--- src/rtl/irq_agg_pkg.sv ---
package irq_agg_pkg;
  localparam int unsigned REGS_PER_BANK = 4;
  localparam int unsigned OFF_SRC = 0;
  localparam int unsigned OFF_SET = 1;
  localparam int unsigned OFF_CLR = 2;
  localparam int unsigned OFF_RES = 3;
endpackage

--- src/rtl/irq_agg_bank.sv ---
module irq_agg_bank
  import irq_agg_pkg::*;
#(
  parameter int unsigned BANK_W    = 32,
  parameter int unsigned ADDR_W    = 4,
  parameter int unsigned BANK_IDX  = 0
) (
  input  logic              clk_i,
  input  logic              rst_ni,
  input  logic              reg_we_i,
  input  logic [ADDR_W-1:0] reg_addr_i,
  input  logic [BANK_W-1:0] reg_wdata_i,
  input  logic [BANK_W-1:0] evt_i,
  input  logic              gate_i,
  output logic [BANK_W-1:0] src_o,
  output logic [BANK_W-1:0] en_o,
  output logic [BANK_W-1:0] res_o,
  output logic              irq_o
);
  localparam int unsigned BASE = BANK_IDX * REGS_PER_BANK;

  logic [BANK_W-1:0] src_q, en_q;
  logic we_src, we_set, we_clr;
  logic [BANK_W-1:0] ack_mask, set_mask, clr_mask;

  assign we_src = reg_we_i && (int'(reg_addr_i) == BASE + OFF_SRC);
  assign we_set = reg_we_i && (int'(reg_addr_i) == BASE + OFF_SET);
  assign we_clr = reg_we_i && (int'(reg_addr_i) == BASE + OFF_CLR);

  assign ack_mask = we_src ? reg_wdata_i : '0;
  assign set_mask = we_set ? reg_wdata_i : '0;
  assign clr_mask = we_clr ? reg_wdata_i : '0;

  // event wins over a same-cycle acknowledge
  always_ff @(posedge clk_i or negedge rst_ni) begin
    if (!rst_ni) src_q <= '0;
    else         src_q <= (src_q & ~ack_mask) | evt_i;
  end

  always_ff @(posedge clk_i or negedge rst_ni) begin
    if (!rst_ni) en_q <= '0;
    else         en_q <= (en_q | set_mask) & ~clr_mask;
  end

  assign src_o = src_q;
  assign en_o  = en_q;
  assign res_o = src_q & en_q;
  assign irq_o = gate_i && (|res_o);

  a_r2_evt_latches: assert property (@(posedge clk_i) disable iff (!rst_ni)
    (|evt_i) |=> ((src_q & $past(evt_i)) == $past(evt_i)));
  a_r3_no_spurious_set: assert property (@(posedge clk_i) disable iff (!rst_ni)
    1'b1 |=> ((src_q & ~$past(src_q) & ~$past(evt_i)) == '0));
  a_r5_set_applies: assert property (@(posedge clk_i) disable iff (!rst_ni)
    we_set |=> ((en_q & $past(reg_wdata_i)) == $past(reg_wdata_i)));
  a_r5_clr_applies: assert property (@(posedge clk_i) disable iff (!rst_ni)
    we_clr |=> ((en_q & $past(reg_wdata_i)) == '0));
  a_r6_en_held: assert property (@(posedge clk_i) disable iff (!rst_ni)
    (!we_set && !we_clr) |=> $stable(en_q));
endmodule

--- src/rtl/irq_agg_gate.sv ---
module irq_agg_gate #(
  parameter int unsigned NUM_BANKS = 2,
  parameter int unsigned BANK_W    = 32,
  parameter int unsigned ADDR_W    = 4,
  parameter int unsigned GATE_ADDR = 8
) (
  input  logic                 clk_i,
  input  logic                 rst_ni,
  input  logic                 reg_we_i,
  input  logic [ADDR_W-1:0]    reg_addr_i,
  input  logic [BANK_W-1:0]    reg_wdata_i,
  output logic [NUM_BANKS-1:0] gate_o
);
  logic we_gate;
  assign we_gate = reg_we_i && (int'(reg_addr_i) == GATE_ADDR);

  always_ff @(posedge clk_i or negedge rst_ni) begin
    if (!rst_ni)      gate_o <= '0;
    else if (we_gate) gate_o <= reg_wdata_i[NUM_BANKS-1:0];
  end

  a_r7_gate_stable: assert property (@(posedge clk_i) disable iff (!rst_ni)
    !we_gate |=> $stable(gate_o));
endmodule

--- src/rtl/irq_agg_rdmux.sv ---
module irq_agg_rdmux
  import irq_agg_pkg::*;
#(
  parameter int unsigned NUM_BANKS = 2,
  parameter int unsigned BANK_W    = 32,
  parameter int unsigned ADDR_W    = 4,
  parameter int unsigned GATE_ADDR = 8
) (
  input  logic [ADDR_W-1:0]           addr_i,
  input  logic [NUM_BANKS*BANK_W-1:0] src_i,
  input  logic [NUM_BANKS*BANK_W-1:0] en_i,
  input  logic [NUM_BANKS*BANK_W-1:0] res_i,
  input  logic [NUM_BANKS-1:0]        gate_i,
  output logic [BANK_W-1:0]           rdata_o
);
  always_comb begin
    rdata_o = '0;
    for (int b = 0; b < NUM_BANKS; b++) begin
      if (int'(addr_i) == b*REGS_PER_BANK + OFF_SRC) rdata_o = src_i[b*BANK_W +: BANK_W];
      if (int'(addr_i) == b*REGS_PER_BANK + OFF_SET) rdata_o = en_i[b*BANK_W +: BANK_W];
      if (int'(addr_i) == b*REGS_PER_BANK + OFF_CLR) rdata_o = en_i[b*BANK_W +: BANK_W];
      if (int'(addr_i) == b*REGS_PER_BANK + OFF_RES) rdata_o = res_i[b*BANK_W +: BANK_W];
    end
    if (int'(addr_i) == GATE_ADDR) rdata_o[NUM_BANKS-1:0] = gate_i;
  end
endmodule

--- src/rtl/irq_bank_agg.sv ---
module irq_bank_agg
  import irq_agg_pkg::*;
#(
  parameter int unsigned NUM_BANKS = 2,
  parameter int unsigned BANK_W    = 32,
  localparam int unsigned GATE_ADDR = NUM_BANKS * REGS_PER_BANK,
  localparam int unsigned ADDR_W    = $clog2(GATE_ADDR + 1)
) (
  input  logic                        clk_i,
  input  logic                        rst_ni,
  input  logic                        reg_we_i,
  input  logic [ADDR_W-1:0]           reg_addr_i,
  input  logic [BANK_W-1:0]           reg_wdata_i,
  output logic [BANK_W-1:0]           reg_rdata_o,
  input  logic [NUM_BANKS*BANK_W-1:0] evt_i,
  output logic [NUM_BANKS-1:0]        irq_o
);
  logic [NUM_BANKS-1:0]        gate;
  logic [NUM_BANKS*BANK_W-1:0] src_all, en_all, res_all;

  irq_agg_gate #(
    .NUM_BANKS(NUM_BANKS), .BANK_W(BANK_W), .ADDR_W(ADDR_W), .GATE_ADDR(GATE_ADDR)
  ) i_gate (
    .clk_i, .rst_ni, .reg_we_i, .reg_addr_i, .reg_wdata_i, .gate_o(gate)
  );

  for (genvar b = 0; b < NUM_BANKS; b++) begin : g_bank
    irq_agg_bank #(
      .BANK_W(BANK_W), .ADDR_W(ADDR_W), .BANK_IDX(b)
    ) i_bank (
      .clk_i, .rst_ni, .reg_we_i, .reg_addr_i, .reg_wdata_i,
      .evt_i (evt_i[b*BANK_W +: BANK_W]),
      .gate_i(gate[b]),
      .src_o (src_all[b*BANK_W +: BANK_W]),
      .en_o  (en_all[b*BANK_W +: BANK_W]),
      .res_o (res_all[b*BANK_W +: BANK_W]),
      .irq_o (irq_o[b])
    );

    a_r8_irq_follows_result: assert property (@(posedge clk_i) disable iff (!rst_ni)
      (gate[b] && (|res_all[b*BANK_W +: BANK_W])) |-> irq_o[b]);
    a_r7_irq_needs_gate: assert property (@(posedge clk_i) disable iff (!rst_ni)
      irq_o[b] |-> gate[b]);
  end

  irq_agg_rdmux #(
    .NUM_BANKS(NUM_BANKS), .BANK_W(BANK_W), .ADDR_W(ADDR_W), .GATE_ADDR(GATE_ADDR)
  ) i_rdmux (
    .addr_i(reg_addr_i), .src_i(src_all), .en_i(en_all), .res_i(res_all),
    .gate_i(gate), .rdata_o(reg_rdata_o)
  );
endmodule

--- config.mk ---
export PLATFORM = sky130hd
export DESIGN_NAME = irq_bank_agg
export DESIGN_NICKNAME = d
export VERILOG_FILES = /design/src/rtl/irq_agg_pkg.sv /design/src/rtl/irq_agg_bank.sv /design/src/rtl/irq_agg_gate.sv /design/src/rtl/irq_agg_rdmux.sv /design/src/rtl/irq_bank_agg.sv
export SDC_FILE = /design/constraint.sdc
export NUM_CORES = 1
export LEC_CHECK = 0
export BUFFER_PORTS_ARGS = -buffer_cell sky130_fd_sc_hd__buf_2
export CORE_MARGIN = 2
export CORE_UTILIZATION = 50
export CTS_CLUSTER_DIAMETER = 100
export DETAILED_ROUTE_END_ITERATION = 8
export MAX_ROUTING_LAYER = met4
export PLACE_DENSITY = 0.82
export REMOVE_ABC_BUFFERS = 1
export SYNTH_ARGS = -nofsm -noshare
export SYNTH_HDL_FRONTEND = slang
export SYNTH_SLANG_ARGS = --single-unit
--- constraint.sdc ---
create_clock -name clk_i -period 2.26 [get_ports clk_i]
set_clock_uncertainty 0.2 [all_clocks]
set_input_delay 0.113 -clock clk_i [delete_from_list [all_inputs] [get_ports clk_i]]
set_output_delay 0.113 -clock clk_i [all_outputs]
set_load 0.02 [all_outputs]
==> implementation parameters <==
Parameter                              Value

Yosys
  Number of warnings reported in the yosys synthesis log ... 0
  Count of cell types in the netlist ... 38
  Area contributors post-synth ... sky130_fd_sc_hd__dfrtp_1 (50%), sky130_fd_sc_hd__a21oi_1 (17%), sky130_fd_sc_hd__a21o_1 (7.4%)
  Top cell type's share of synthesized area ... approximately 50%
  Post-synthesis sequential area ratio ... around 50%
  Count of flip-flops with a built-in enable after synthesis ... 0
  Register bit total from synthesis ... between 100 and 150
  Post-Syn Instances ... 700
  Cell type contributing the most total cell area after synthesis ... sky130_fd_sc_hd__dfrtp_1
  Post-synthesis area per instance ... 9.32 sq um
  Share of flip-flops with an asynchronous set or reset after synthesis ... 100%
  Main synth FF type ... sky130_fd_sc_hd__dfrtp_1
  Post-synthesis instance area ... between 6000 and 7000 sq um

Setup path
  Type of element launching the critical path ... register
  Category of the critical setup timing path ... reg2out
  Worst path required time ... about 2 ns
  Endpoint arrival time on the critical path ... around 2 ns
  CP max FO ... 4
  Kind of capture point of the worst setup path ... output port

STA
  Crit path setup slack, layout ... -0.0229 ns
  Slew at the pin with the worst max-slew slack ... roughly 0.56 ns
  Max-slew headroom ... a little over three fifths
  Final count of negative-setup-slack endpoints ... 1
  Sum Neg Setup Slack ... -0.0229 ns
  Min Clock Period, post-route ... 2.28 ns
  Maximum frequency from static timing analysis ... ~440 MHz
  Final Slew Violations ... 0
  Setup repair after global routing missed its margin ... yes
  Post-route fraction of the period consumed by the critical path ... 101%
  Hold Fails Final Rpt ... 0

Floorplanning
  Initial cell density of the core ... between 50% and 60%
  Die Footprint ... about 14000 sq um
  X dimension of the die ... between 100 and 150 um
  I/O pin count ... about 140
  Number of rows in the core area ... roughly 40
  Core region area ... 12700 sq um
  Chip height ... roughly 120 um

Clocking
  Maximum count of clock buffers along a single path ... 2
  CTS tree ... done
  Clock-pin slew of the registers on the worst-case setup and hold paths ... approximately 0.060 ns
  Number of H-tree branching levels ... 4
  Clock Sink Count ... 130
  Clock root buffer master ... sky130_fd_sc_hd__clkbuf_16
  Number of buffers inserted during clock tree synthesis ... 17
  Clock Latency Late Sink ... 0.42 ns

Placed design
  Routability congestion estimate ... a little over 0.9
  Placed standard-cell area ... 7520 sq um
  Count of buffers from port buffering ... around 140
  Final HPWL DP ... between 10 and 15 mm

Finish
  Area occupied by multi-input gates ... around 3100 sq um
  Area growth from synthesis to final layout ... 49.9%
  Final nets ... between 1000 and 1500
  Layout cells sized above 1 ... 21.3%
  Commonest cells after routing, fill and taps aside ... sky130_fd_sc_hd__a21oi_1 (220), sky130_fd_sc_hd__dlygate4sd3_1 (162), sky130_fd_sc_hd__buf_2 (135)
  Filler instances ... about 800
  Final non-filler cell area ... a little under 10000 sq um
  Combined flip-flop and latch cell area ... 3250 sq um
  Most common library cell in the layout ignoring fill and taps ... sky130_fd_sc_hd__a21oi_1

Outcome
  Outcome ... finished with violations
  Violations in the final reports ... negative setup slack

Pwr
  Peak supply drop ... 0.720 mV
  Power density relative to cell area ... between 700 and 800 nW/um^2
  Leakage power ... ~3.8 nW

Detailed routing
  Detailed router's first-iteration violation count ... 1104
  Number of routed nets with antenna violations ... 0
  Via density ... approximately 6.3
  Routed wl met3 ... 2.53 mm
  Top sig layer ... met4
  Total via count after detailed routing ... between 7000 and 8000
  Detail-routed net length per standard cell ... 20.8 um
  Post-Route M1 WL ... 8.98 mm
  Drt first pass iters ... 8
  Met2 layer wire length in the routed design ... 12.1 mm
  Total DRC errors in the routed layout ... 0
  Routed wire length ... between 20 and 25 mm

Global route
  Leftover overflow at the end of global routing ... 0
  Global-route usage over all layers ... a little under two fifths
  Initial antenna violation count ... 1
  Largest net degree at the start of global routing ... 51
  Number of global-route vias before repair ... 7578
  Global-route wire length before repair ... between 30 and 40 mm

Run
  Max-cap viol count ... 0

Hold path
  Worst min path class ... in2async
## registers in the layout, indices dropped and copies added (netlist names)
name / flops
g_bank.i_bank.src_o: 64
i_gate.gate_o: 2
g_bank.i_bank.en_o: 64
## power by group
part           internal, mW  switching, mW  total (mW)
Clock                  1.59           1.03        2.62
Combinational         0.659          0.798        1.46
Sequential             2.62          0.346        2.97
## critical path, cell delays in order (launching register included)
cell	delay [ns]
sky130_fd_sc_hd__dfrtp_1	0.40
sky130_fd_sc_hd__a22o_1	0.28
sky130_fd_sc_hd__a221oi_2	0.25
sky130_fd_sc_hd__nand4_1	0.13
sky130_fd_sc_hd__o31a_1	0.31
sky130_fd_sc_hd__buf_2	0.18
## kinds of logic after synthesis
group	synth area share (%)
DFF	49.9
muxes	0.345
buffers and inverters	3.49
AOI/OAI and AO/OA	38.9
and+or+nand+nor	7.23
xor gates and xnor gates	0.134
## metrics by stage
step                      power [mW]  util, %  setup WS [ns]  hold WS, ns  instances
after detailed placement        4.17     59.4          0.186      -0.0742        987
after global placement          4.12     59.4          0.193      -0.0713        987
after CTS                       6.93     76.9         0.0102       0.0278       1182
final                           7.05     77.1        -0.0229       0.0217       1184
after global routing            7.33     77.1        -0.0639       0.0536       1183
after floorplan                 3.60        -         -0.606       -0.383        650
## per-layer routing
layer / global-route usage (%) / vias up
met1: 43.6 / 3573
met3: 8.93 / 116
met5: - / -
met2: 59.6 / 552
met4: 16.5 / 0
li1: - / 3242
## worst paths after layout
| path | from | end | slack (ns) | cells past startpoint |
|---|---|---|---|---|
| setup / recovery | g_bank[1].i_bank.en_o[16] | irq_o[1] | -0.02 | 5 |
| hold / removal | rst_ni | g_bank[0].i_bank.src_o[19] | 0.02 | 2 |
| setup reg to reg | g_bank[1].i_bank.src_o[0] | g_bank[1].i_bank.src_o[0] | 0.71 | 3 |
| hold reg to reg | g_bank[0].i_bank.en_o[28] | g_bank[0].i_bank.en_o[28] | 0.37 | 2 |
| max in group asynchronous | rst_ni | g_bank[0].i_bank.en_o[4] | 1.18 | 3 |
| min in group clk_i | reg_addr_i[3] | g_bank[0].i_bank.en_o[28] | 0.19 | 4 |
## synth_stat cells, drive strengths merged, types with 2 or more instances
cell type    n
a21oi      220
dfrtp      130
nand2       67
a21o        64
o21ai       32
o21bai      30
o221ai      30
buf         28
a22oi       25
clkbuf      22
nand4        8
nor2         7
a221oi       4
a22o         4
nand3b       4
a31oi        2
and3         2
mux2         2
nand2b       2
nor2b        2
nor3         2
nor3b        2
## layout make-up
class / instances / area share [%]
diodes: 2 / 0.0512
clock buffers: 23 / 4.89
clock inverters: 9 / 0.832
inverters: 1 / 0.0384
multi-input cells: 519 / 32.0
flip-flops and latches: 130 / 33.3
well taps: 172 / 2.20
repair buffers: 328 / 26.7
## what timing repair did
action / in CTS / in global routing
buffers inserted: 1 / 0
hold buffers: 162 / 0
hold endpoints to repair: 260 / 0
pin swaps: 2 / 1
setup endpoints to repair: 1 / 2
resized for setup: 5 / 4
cloned: 0 / 0
No activity file was read; power rests on OpenSTA's default activity.
